==> src/rtl/cfg_port_pkg.sv <==
package cfg_port_pkg;

   typedef enum logic [1:0] {
      ERR_NONE  = 2'b00,
      ERR_FRAME = 2'b01,
      ERR_CRC   = 2'b10,
      ERR_LATE  = 2'b11
   } cfg_err_e;

   localparam logic [1:0] ADR_CTRL = 2'd0;
   localparam logic [1:0] ADR_STAT = 2'd1;
   localparam logic [1:0] ADR_ACK  = 2'd2;
   localparam logic [1:0] ADR_DATA = 2'd3;

   // control register image, bit 0 at the bottom
   typedef struct packed {
      logic [1:0] width;
      logic       irq_en;
      logic       chain;
      logic       prog;
   } cfg_ctrl_t;

   function automatic logic [1:0] norm_width(input logic [1:0] code);
      return (code == 2'b11) ? 2'b10 : code;
   endfunction

endpackage

==> src/rtl/cfg_regs.sv <==
module cfg_regs
   import cfg_port_pkg::*;
#(
   parameter int DATA_W     = 32,
   parameter bit CHAIN_IMPL = 1'b1
) (
   input  logic              clk,
   input  logic              rst_n,
   input  logic              cs,
   input  logic              rd,
   input  logic              wr,
   input  logic [1:0]        addr,
   input  logic [4:0]        ctrl_wdata,
   output logic [DATA_W-1:0] rdata,
   input  logic              ack_in,
   input  logic              eng_err_valid,
   input  logic [1:0]        eng_err_code,
   input  logic              eng_done,
   output logic              clr,
   output logic              fwd_stream,
   output logic              fwd_chain,
   output logic              armed,
   output logic [1:0]        width_code,
   output logic              prog,
   output logic              done,
   output logic              irq
);

   cfg_ctrl_t ctrl_q;
   cfg_err_e  err_q, err_new;
   logic      overrun_q, done_q, armed_q, irq_q;
   logic      ctrl_wr, data_wr, stat_rd, arm_evt, accept, late, err_set;

   assign ctrl_wr = cs & wr & (addr == ADR_CTRL);
   assign data_wr = cs & wr & (addr == ADR_DATA);
   assign stat_rd = cs & rd & (addr == ADR_STAT);
   assign clr     = ctrl_wr & ctrl_wdata[0];
   assign arm_evt = ctrl_wr & ~ctrl_wdata[0] & ctrl_q.prog;
   assign accept  = data_wr & ack_in;
   assign late    = accept & done_q & ~ctrl_q.chain;

   always_comb begin
      err_new = ERR_NONE;
      if (late)
         err_new = ERR_LATE;
      else if (eng_err_valid && armed_q)
         err_new = cfg_err_e'(eng_err_code);
   end
   assign err_set = (err_q == ERR_NONE) && (err_new != ERR_NONE);

   always_ff @(posedge clk or negedge rst_n) begin
      if (!rst_n) begin
         ctrl_q    <= '0;
         err_q     <= ERR_NONE;
         overrun_q <= 1'b0;
         done_q    <= 1'b0;
         armed_q   <= 1'b0;
         irq_q     <= 1'b0;
      end else begin
         if (ctrl_wr) begin
            ctrl_q.prog   <= ctrl_wdata[0];
            ctrl_q.chain  <= ctrl_wdata[1] & CHAIN_IMPL;
            ctrl_q.irq_en <= ctrl_wdata[2];
            ctrl_q.width  <= ctrl_wdata[4:3];
         end
         if (clr) begin
            err_q     <= ERR_NONE;
            overrun_q <= 1'b0;
            done_q    <= 1'b0;
            armed_q   <= 1'b0;
            irq_q     <= 1'b0;
         end else begin
            if (arm_evt) armed_q <= 1'b1;
            if (err_set) err_q <= err_new;
            if (data_wr && !ack_in) overrun_q <= 1'b1;
            if (err_set) done_q <= 1'b0;
            else if (eng_done && armed_q && err_q == ERR_NONE) done_q <= 1'b1;
            if (err_set && ctrl_q.irq_en) irq_q <= 1'b1;
            else if (stat_rd) irq_q <= 1'b0;
         end
      end
   end

   always_comb begin
      rdata = '0;
      if (cs && rd) begin
         unique case (addr)
            ADR_CTRL: rdata[4:0] = ctrl_q;
            ADR_STAT: rdata[4:0] = {armed_q, done_q, overrun_q, err_q};
            ADR_ACK:  rdata[0]   = ack_in;
            default:  rdata      = '0;
         endcase
      end
   end

   assign fwd_stream = accept & ~done_q;
   assign fwd_chain  = accept & done_q & ctrl_q.chain;
   assign armed      = armed_q;
   assign width_code = ctrl_q.width;
   assign prog       = ctrl_q.prog;
   assign done       = done_q;
   assign irq        = irq_q;

   // a captured error holds until the next program pulse
   a_r7_err_sticky: assert property (@(posedge clk) disable iff (!rst_n)
      (err_q != ERR_NONE && !clr) |=> (err_q == $past(err_q)));
   // done never coexists with an error
   a_r11_done_clean: assert property (@(posedge clk) disable iff (!rst_n)
      done_q |-> (err_q == ERR_NONE));
   // interrupt only rises together with a captured error
   a_r10_irq_cause: assert property (@(posedge clk) disable iff (!rst_n)
      $rose(irq_q) |-> (err_q != ERR_NONE));
   // a rejected data write leaves the overrun flag set
   a_r6_overrun: assert property (@(posedge clk) disable iff (!rst_n)
      (data_wr && !ack_in) |=> overrun_q);

endmodule

==> src/rtl/cfg_xfer.sv <==
module cfg_xfer
   import cfg_port_pkg::*;
#(
   parameter int DATA_W = 32
) (
   input  logic              clk,
   input  logic              rst_n,
   input  logic              clr,
   input  logic              fwd_stream,
   input  logic              fwd_chain,
   input  logic [DATA_W-1:0] wdata,
   input  logic [1:0]        width_code,
   input  logic              stream_ready,
   input  logic              ser_done,
   output logic              pending,
   output logic              stream_valid,
   output logic [DATA_W-1:0] stream_data,
   output logic [1:0]        stream_width
);

   logic              valid_q, pend_q;
   logic [DATA_W-1:0] data_q, masked;
   logic [1:0]        width_q;
   logic              hs;

   always_comb begin
      unique case (norm_width(width_code))
         2'b00:   masked = DATA_W'(wdata[7:0]);
         2'b01:   masked = DATA_W'(wdata[15:0]);
         default: masked = DATA_W'(wdata[31:0]);
      endcase
   end

   assign hs = valid_q & stream_ready;

   always_ff @(posedge clk or negedge rst_n) begin
      if (!rst_n) begin
         valid_q <= 1'b0;
         pend_q  <= 1'b0;
         data_q  <= '0;
         width_q <= '0;
      end else if (clr) begin
         valid_q <= 1'b0;
         pend_q  <= 1'b0;
      end else begin
         if (fwd_stream) begin
            valid_q <= 1'b1;
            data_q  <= masked;
            width_q <= norm_width(width_code);
         end else if (hs) begin
            valid_q <= 1'b0;
         end
         if (fwd_stream || fwd_chain) pend_q <= 1'b1;
         else if (hs || ser_done)     pend_q <= 1'b0;
      end
   end

   assign pending      = pend_q;
   assign stream_valid = valid_q;
   assign stream_data  = data_q;
   assign stream_width = width_q;

   // a stalled word is held unchanged
   a_r5_hold: assert property (@(posedge clk) disable iff (!rst_n)
      (valid_q && !stream_ready && !clr) |=> (valid_q && $stable(data_q)));
   // an accepted write leaves a word pending on the next cycle
   a_r3_ack_drop: assert property (@(posedge clk) disable iff (!rst_n)
      (fwd_stream || fwd_chain) |=> pend_q);

endmodule

==> src/rtl/cfg_chain_ser.sv <==
module cfg_chain_ser
   import cfg_port_pkg::*;
#(
   parameter int DATA_W = 32
) (
   input  logic              clk,
   input  logic              rst_n,
   input  logic              clr,
   input  logic              start,
   input  logic [DATA_W-1:0] data,
   input  logic [1:0]        width_code,
   output logic              dout,
   output logic              cclk,
   output logic              fin
);

   localparam int CNT_W = $clog2(DATA_W + 1);

   logic              busy_q, phase_q;
   logic [CNT_W-1:0]  cnt_q;
   logic [DATA_W-1:0] sh_q;

   assign fin = busy_q & phase_q & (cnt_q == CNT_W'(1));

   always_ff @(posedge clk or negedge rst_n) begin
      if (!rst_n) begin
         busy_q  <= 1'b0;
         phase_q <= 1'b0;
         cnt_q   <= '0;
         sh_q    <= '0;
      end else if (clr) begin
         busy_q  <= 1'b0;
         phase_q <= 1'b0;
      end else if (start) begin
         busy_q  <= 1'b1;
         phase_q <= 1'b0;
         unique case (norm_width(width_code))
            2'b00: begin sh_q <= data << (DATA_W - 8);  cnt_q <= CNT_W'(8);  end
            2'b01: begin sh_q <= data << (DATA_W - 16); cnt_q <= CNT_W'(16); end
            default: begin sh_q <= data << (DATA_W - 32); cnt_q <= CNT_W'(32); end
         endcase
      end else if (busy_q) begin
         phase_q <= ~phase_q;
         if (phase_q) begin
            sh_q  <= sh_q << 1;
            cnt_q <= cnt_q - CNT_W'(1);
            if (cnt_q == CNT_W'(1)) busy_q <= 1'b0;
         end
      end
   end

   assign dout = busy_q & sh_q[DATA_W-1];
   assign cclk = busy_q & phase_q;

   // every clock high phase is followed by a low phase
   a_r9_cclk_gap: assert property (@(posedge clk) disable iff (!rst_n)
      cclk |=> !cclk);
   // data holds across the rising clock phase
   a_r9_dout_stable: assert property (@(posedge clk) disable iff (!rst_n)
      (busy_q && !phase_q && !clr && !start) |=> $stable(dout));

endmodule

==> src/rtl/cfg_host_port.sv <==
module cfg_host_port
   import cfg_port_pkg::*;
#(
   parameter int DATA_W     = 32,
   parameter bit CHAIN_IMPL = 1'b1
) (
   input  logic              clk,
   input  logic              rst_n,
   input  logic              bus_cs,
   input  logic              bus_rd,
   input  logic              bus_wr,
   input  logic [1:0]        bus_addr,
   input  logic [DATA_W-1:0] bus_wdata,
   output logic [DATA_W-1:0] bus_rdata,
   output logic              irq,
   output logic              cfg_done,
   output logic              cfg_reset,
   output logic              stream_valid,
   input  logic              stream_ready,
   output logic [DATA_W-1:0] stream_data,
   output logic [1:0]        stream_width,
   input  logic              eng_err_valid,
   input  logic [1:0]        eng_err_code,
   input  logic              eng_done,
   output logic              daisy_dout,
   output logic              daisy_cclk
);

   if (DATA_W < 32 || (DATA_W % 8) != 0) begin : g_bad_width
      $error("cfg_host_port: DATA_W must be a multiple of 8 and at least 32");
   end

   logic       clr, fwd_stream, fwd_chain, armed, pending, ack, ser_done, prog;
   logic [1:0] width_code;

   assign ack       = armed & ~pending;
   assign cfg_reset = prog;

   cfg_regs #(.DATA_W(DATA_W), .CHAIN_IMPL(CHAIN_IMPL)) u_regs (
      .clk, .rst_n, .cs(bus_cs), .rd(bus_rd), .wr(bus_wr), .addr(bus_addr),
      .ctrl_wdata(bus_wdata[4:0]), .rdata(bus_rdata), .ack_in(ack),
      .eng_err_valid, .eng_err_code, .eng_done,
      .clr, .fwd_stream, .fwd_chain, .armed, .width_code, .prog,
      .done(cfg_done), .irq
   );

   cfg_xfer #(.DATA_W(DATA_W)) u_xfer (
      .clk, .rst_n, .clr, .fwd_stream, .fwd_chain, .wdata(bus_wdata),
      .width_code, .stream_ready, .ser_done, .pending,
      .stream_valid, .stream_data, .stream_width
   );

   if (CHAIN_IMPL) begin : g_chain
      cfg_chain_ser #(.DATA_W(DATA_W)) u_ser (
         .clk, .rst_n, .clr, .start(fwd_chain), .data(bus_wdata),
         .width_code, .dout(daisy_dout), .cclk(daisy_cclk), .fin(ser_done)
      );
   end else begin : g_no_chain
      assign daisy_dout = 1'b0;
      assign daisy_cclk = 1'b0;
      assign ser_done   = 1'b0;
   end

   // the stream never reports the reserved size code
   a_r4_width_legal: assert property (@(posedge clk) disable iff (!rst_n)
      stream_valid |-> (stream_width != 2'b11));

endmodule

==> config.mk <==
export PLATFORM = sky130hd
export DESIGN_NAME = cfg_host_port
export DESIGN_NICKNAME = d
export VERILOG_FILES = /design/src/rtl/cfg_port_pkg.sv /design/src/rtl/cfg_regs.sv /design/src/rtl/cfg_xfer.sv /design/src/rtl/cfg_chain_ser.sv /design/src/rtl/cfg_host_port.sv
export SDC_FILE = /design/constraint.sdc
export NUM_CORES = 1
export LEC_CHECK = 0
export BUFFER_PORTS_ARGS = -buffer_cell sky130_fd_sc_hd__buf_2
export CELL_PAD_IN_SITES_DETAIL_PLACEMENT = 1
export CELL_PAD_IN_SITES_GLOBAL_PLACEMENT = 2
export CORE_MARGIN = 3
export CORE_UTILIZATION = 30
export CTS_CLUSTER_DIAMETER = 60
export DETAILED_ROUTE_END_ITERATION = 8
export PLACE_DENSITY = 0.71
export SETUP_SLACK_MARGIN = 0.02
export SLEW_MARGIN = 20
export SYNTH_ARGS = -nofsm -noshare
export SYNTH_HDL_FRONTEND = slang
export SYNTH_HIERARCHICAL = 1
export SYNTH_SLANG_ARGS = --single-unit
==> constraint.sdc <==
create_clock -name clk -period 3.2 [get_ports clk]
set_clock_uncertainty 0.2 [all_clocks]
set_input_delay 0.48 -clock clk [delete_from_list [all_inputs] [get_ports clk]]
set_output_delay 0.48 -clock clk [all_outputs]
set_load 0.05 [all_outputs]
# == Word-level counts from Yosys, hierarchy flattened ==
# Cells that the tools add are included.
# op_classes
addsub,1
n_bitwise,24
n_eq_ne,6
n_reduce_logical,26
n_mux,41
# op_table
operator,count
one-hot mux 32 bit (2 select lines),2
two-way mux 32 bit,3
two-way mux 1 bit,24
AND 1 bit,18
two-way mux 6 bit,3
nonzero test 3 bit,5
one-hot mux 6 bit (2 select lines),1
nonzero test 2 bit,6
two-way mux 2 bit,5
one-hot mux 4 bit (2 select lines),1
logical AND 1 bit,7
equality test 2 bit (second input constant),3
equality test 6 x 1 -> 1 bit (second input constant),1
logical NOT 2 bit,3
inverter 1 bit,6
subtractor 6 x 1 -> 6 bit (second input constant),1
two-way mux 5 bit,1
equality test 2 x 1 -> 1 bit (second input constant),2
one-hot mux 1 bit (3 select lines),1
AND reduction 3 bit,1
logical OR 1 bit,2
AND reduction 2 bit,1
logical NOT 1 bit,1
# totals
output_inout_bits,72
register_bits,87

# == Depth between registers and ports, before layout ==
# depth
word_depth,11
mapped_depth,8

# == Hierarchy ==
# Netlist, hierarchy kept.
# modules_own_cells
module,area_per_inst_um2,cells_each,n_inst
cfg_chain_ser,2260.9,240,1
cfg_xfer,1423.9,122,1
cfg_regs,883.3,100,1
cfg_host_port,13.8,1,1

# == Least setup slack after synthesis ==
# Ideal clock, no wire load.
# synth_path
path_kind,reg-to-reg
startpoint,"reg u_regs.done_q, in the netlist u_regs/done"
endpoint,reg g_chain.u_ser.sh_q[20]
slack_ns,0.892
period_less_slack_ns,2.308
stages_incl_launch_ff,7
arrival_time_ns,1.974
n_path_buf,1
setup_ns,0.134
cell_sequence,dfrtp_1 > nand2_1 > nor3_1 > inv_2 > clkbuf_1 > a22oi_1 > o211ai_2
# synth_between
elab_chain_len,4
word_cells_on_any_way,6
cone_classes,1 x mux; 2 x bitwise; 3 x reduce/logical
# synth_rtl
item,line_no,source
from (decl),cfg_regs.sv:31,"logic overrun_q, done_q, armed_q, irq_q;"
from (signal assigned),cfg_regs.sv:56,done_q <= 1'b0;
from (signal assigned),cfg_regs.sv:69,done_q <= 1'b0;
from (signal assigned),cfg_regs.sv:76,if (err_set) done_q <= 1'b0;
AND 1 bit (*) (2 in a row),cfg_regs.sv:97,assign fwd_chain = accept & done_q & ctrl_q.chain;
named net fwd_chain,cfg_host_port.sv:33,"logic clr, fwd_stream, fwd_chain, armed, pending, ack, ser_done, prog;"
nonzero test 2 bit (no line),--,
AND reduction 3 bit (no line),--,
to (signal assigned),cfg_chain_ser.sv:45,sh_q <= sh_q << 1;
to (decl),cfg_chain_ser.sv:21,logic [DATA_W-1:0] sh_q;
# Mark *: on every way through the listed nets, which the timed path passes. The rest lies on a longest branch.
# A chain may end at the register's enable or synchronous reset.

# == Worst setup path in the final report ==
# layout_path
startpoint,"reg u_regs.armed_q, in the netlist u_regs/armed"
endpoint,reg g_chain.u_ser.sh_q[28]
# layout_between
elab_chain_len,6
word_cells_on_any_way,8
cone_classes,1 x mux; 4 x bitwise; 3 x reduce/logical
# layout_rtl
item,line_no,source
from (decl),cfg_regs.sv:31,
from (signal assigned),cfg_regs.sv:57,armed_q <= 1'b0;
from (signal assigned),cfg_regs.sv:70,armed_q <= 1'b0;
from (signal assigned),cfg_regs.sv:73,if (arm_evt) armed_q <= 1'b1;
AND 1 bit (*),cfg_host_port.sv:36,assign ack = armed & ~pending;
named net ack,cfg_host_port.sv:33,
AND 1 bit (*),cfg_regs.sv:39,assign accept = data_wr & ack_in;
AND 1 bit (*) (2 in a row),cfg_regs.sv:97,
named net fwd_chain,cfg_host_port.sv:33,
nonzero test 2 bit (no line),--,
AND reduction 3 bit (no line),--,
# Marks and branches as above.

==> qor.csv <==
metric,value,unit
outcome,completed,
"antenna viol nets, final",0,
Post-CTS Setup Inserts,0,
"delay-heaviest family, CP",simple AND/OR/NAND/NOR gates,
Max H-tree Level,3,
Routability Congestion,0.748,
synth top area cells,"dfrtp_1 48%, buf_4 5.6%, nand2_1 5.4%",
Post-Place Cells,710,
Slew HR,0.559,
crit share post-route,0.806,
CP Launch Point,u_regs/armed,
slowest CP cell,nor3_2,
clk slew on worst S/H paths,0.07,ns
PD cells,772,nW/um^2
die width,130,um
mux contribution to synthesized area,0.0593,
fin nets,584,
max-slew violations,0,
vias,3777,
Sw Share,0.384,
part of the power in registers,0.371,
Netlist Area Pre-Place,4580,um^2
clock tree buffer depth,2,
Core Area,14800,um^2
Logic pwr share,0.317,
Buffers on Ports,88,
final WL,13700,um
post-synthesis compound-gate area fraction,0.225,
WP data required,3.19,ns
final cell count without fillers,727,
largest net degree at the start of global routing,85,
Final Hold Vio Count,0,
CTS tree,built,
Worst Path Arrival,2.57,ns
CP endpoint kind,register,
"Top FF cell, synth",dfrtp_1,
crit-path cells,"nor2b_4, nand2_1, nor3_2, a21oi_4, nor2_1, a31oi_1",
DR DRC count,0,
Post-synth EDFFs,0,
cells on worst reg2reg path,6,
synthesized flop and latch total,87,
most frequent cells after synthesis,"87 x dfrtp_1, 66 x nand2_1, 48 x o21ai_0",
CP bufs+invs,0,
crit-path max FO,27,
setup tns final,0,ns
clk sinks,87,
initial antenna violation count,0,
Internal Power,2.58,mW
worst reg2reg startpoint,u_regs/armed,
CP max stage delay,0.54,ns
grt total ovfl,0,
cts hold-fix bufs,1,
CP Class,register to register,
max-cap viol count,0,
Synth Area in Simple Gates,0.135,
Clk pwr share,0.312,
DIE AREA,16800,um^2
Synth async-reset ratio,1.00,
HPWL Detailed,9380,um
"Clk Latency, worst-skew pair",0.35,ns
most common cell in the synthesized netlist,dfrtp_1,
fmax,0.388,GHz
area grow syn2layout,18.4,%
FP Rows,44,
CTS buffer count,9,
Post-Synth XOR/XNOR Area,0.00191,
top-area cell type share of the netlist area,0.475,
switching pwr,1.61,mW
Chip Height,130,um
startpoint types,register,
Hold Crit Class,input pin to register,
Root Driver,clkbuf_16,
antenna cells,0,
Period minus WS final,2.58,ns
worst slew pin tran,0.660,ns
first-pass GRT wire length,21500,um
reg2reg setup slack,0.62,ns
Adder-Cell Fraction of Synth Area,0.00546,
Fill cells,1713,
reg2reg end,g_chain.u_ser/sh_q[28],
CTS resizes,0,
total iterations of the first detailed-routing run,5,
sequential cell area fraction in the yosys report,0.475,
Mean Syn Cell Area,9.90,um^2
Yosys Warn Count,6,
largest family of logic cells by synthesized area,compound AO/OA/AOI/OAI gates,
Post-Synthesis Cells,463,
setup violators final,0,
leading area contributor after synthesis,dfrtp_1,
P_leak,2.54,nW
Top Ports,116,
WL/cell,18.8,um
RSZ-0062 raised after global routing,false,
Starting Density,0.311,
Max VDD drop,333,uV
vias in the first global route,3828,
DRT iter0 DRCs,261,
GRT Total Usage,0.163,
Setup crit end,g_chain.u_ser/sh_q[28],
ratio of cells with drive above 1 in the final layout,0.278,
synth unique cells,52,
vias per std cell,5.20,
Critical Path Stages,6,
-- flip-flops by register name, summed over array words and instances, names as in the netlist --
| name | flops |
|---|---|
| g_chain.u_ser/sh_q | 32 |
| u_xfer/stream_data | 32 |
| g_chain.u_ser/cnt_q | 6 |
| u_regs/ctrl_q | 2 |
| u_regs/err_q | 2 |
| u_regs/width_code | 2 |
| u_xfer/stream_width | 2 |
| g_chain.u_ser/busy_q | 1 |
| g_chain.u_ser/phase_q | 1 |
| u_regs/armed | 1 |
| u_regs/done | 1 |
| u_regs/irq | 1 |
| u_regs/overrun_q | 1 |
| u_regs/prog | 1 |
| u_xfer/pending | 1 |
| u_xfer/stream_valid | 1 |
-- worst register-to-register path, delay by kind of cell, from the launching register on --
family             cells  cell delay, ns
and+or+nand+nor        4            1.34
AOI/OAI and AO/OA      2            0.41
DFF                    1            0.48
-- power groups by stage --
stage          combinational [mW]  sequential, mW  clock, mW
4_1_cts                      1.34            1.55       1.35
3_5_place_dp                 1.34            1.57          0
3_3_place_gp                 1.32            1.56          0
5_1_grt                      1.44            1.59       1.38
6_report                     1.33            1.55       1.31
2_1_floorplan               0.687            1.87          0
-- metal layers --
metal  routed length [um]  GRT usage  part of all wire  vias to the layer above
met5                    0          0                 0                        -
met4                  139     0.0483             0.010                        0
met3                  794     0.0392             0.058                        9
met2                 6010      0.242              0.44                      115
met1                 6730      0.236              0.49                     1904
li1                     -          -                 -                     1749
-- kinds of logic after synthesis --
group                    after synthesis
buffers and inverters                 70
AND/OR/NAND/NOR                      123
adder cells (fa/ha/maj)                2
XOR/XNOR                               1
flip-flops                            87
AO/OA/AOI/OAI                        157
other                                  1
multiplexers                          22
-- stage by stage --
stage               total power, mW  area (um^2)  hold WS (ns)  utilization  worst slack, ns
floorplan                      2.56         4680       -0.0156            -            0.892
finish                         4.19         5430         0.195        0.368            0.622
global placement               2.87         5050        0.0826        0.342            0.672
detailed placement             2.91         5050        0.0850        0.342            0.547
global route                   4.41         5430         0.194        0.368            0.356
CTS                            4.24         5430         0.182        0.368            0.620
-- placed cells by master (no fill, tap or decap), drive strengths merged, types with 2 or more instances in the layout --
cell type | Yosys | layout
a31oi | 11 | 11
mux2i | 5 | 5
dfrtp | 87 | 87
nor3 | 5 | 5
ha | 2 | 2
inv | 9 | 11
nand3b | 2 | 2
o21ai | 64 | 64
o31ai | 3 | 3
bufinv | 0 | 4
and3 | 2 | 2
mux2 | 17 | 17
nand2b | 11 | 11
and4bb | 2 | 2
a32oi | 2 | 2
clkbuf | 12 | 9
a21o | 2 | 2
a22o | 10 | 10
nand2 | 67 | 67
a22oi | 23 | 23
a21oi | 15 | 15
o2bb2ai | 4 | 4
conb | 1 | 27
nand4 | 2 | 2
and2 | 3 | 3
nand3 | 4 | 4
o211ai | 18 | 18
nor3b | 3 | 3
buf | 49 | 98
nor2 | 16 | 16
-- worst min-delay path by stage --
| stage | startpoint | endpoint | slack, ns | cells past startpoint |
|---|---|---|---|---|
| final | bus_wdata[25] | u_xfer/stream_data[25] | 0.19 | 3 |
| after global routing | bus_wdata[10] | u_xfer/stream_data[10] | 0.19 | 2 |
| after CTS | bus_wdata[25] | u_xfer/stream_data[25] | 0.18 | 3 |
| after detailed placement | rst_n | u_xfer/stream_data[4] | 0.09 | 1 |
| after global placement | rst_n | u_xfer/stream_data[3] | 0.08 | 1 |
| after floorplan | rst_n | g_chain.u_ser/busy_q | -0.02 | 0 |
-- cell type report --
cell class / instances / area, um^2 / share of cell area
Clock buffer: 9 / 225 / 0.0415
Clock inverter: 7 / 143 / 0.0263
Inverter: 9 / 33.8 / 0.00623
Multi-Input combinational cell: 332 / 2060 / 0.380
Sequential cell: 87 / 2180 / 0.401
Tap cell: 184 / 230 / 0.0424
Timing Repair Buffer: 99 / 553 / 0.102
Note: power is estimated with default switching activity, not from simulation.
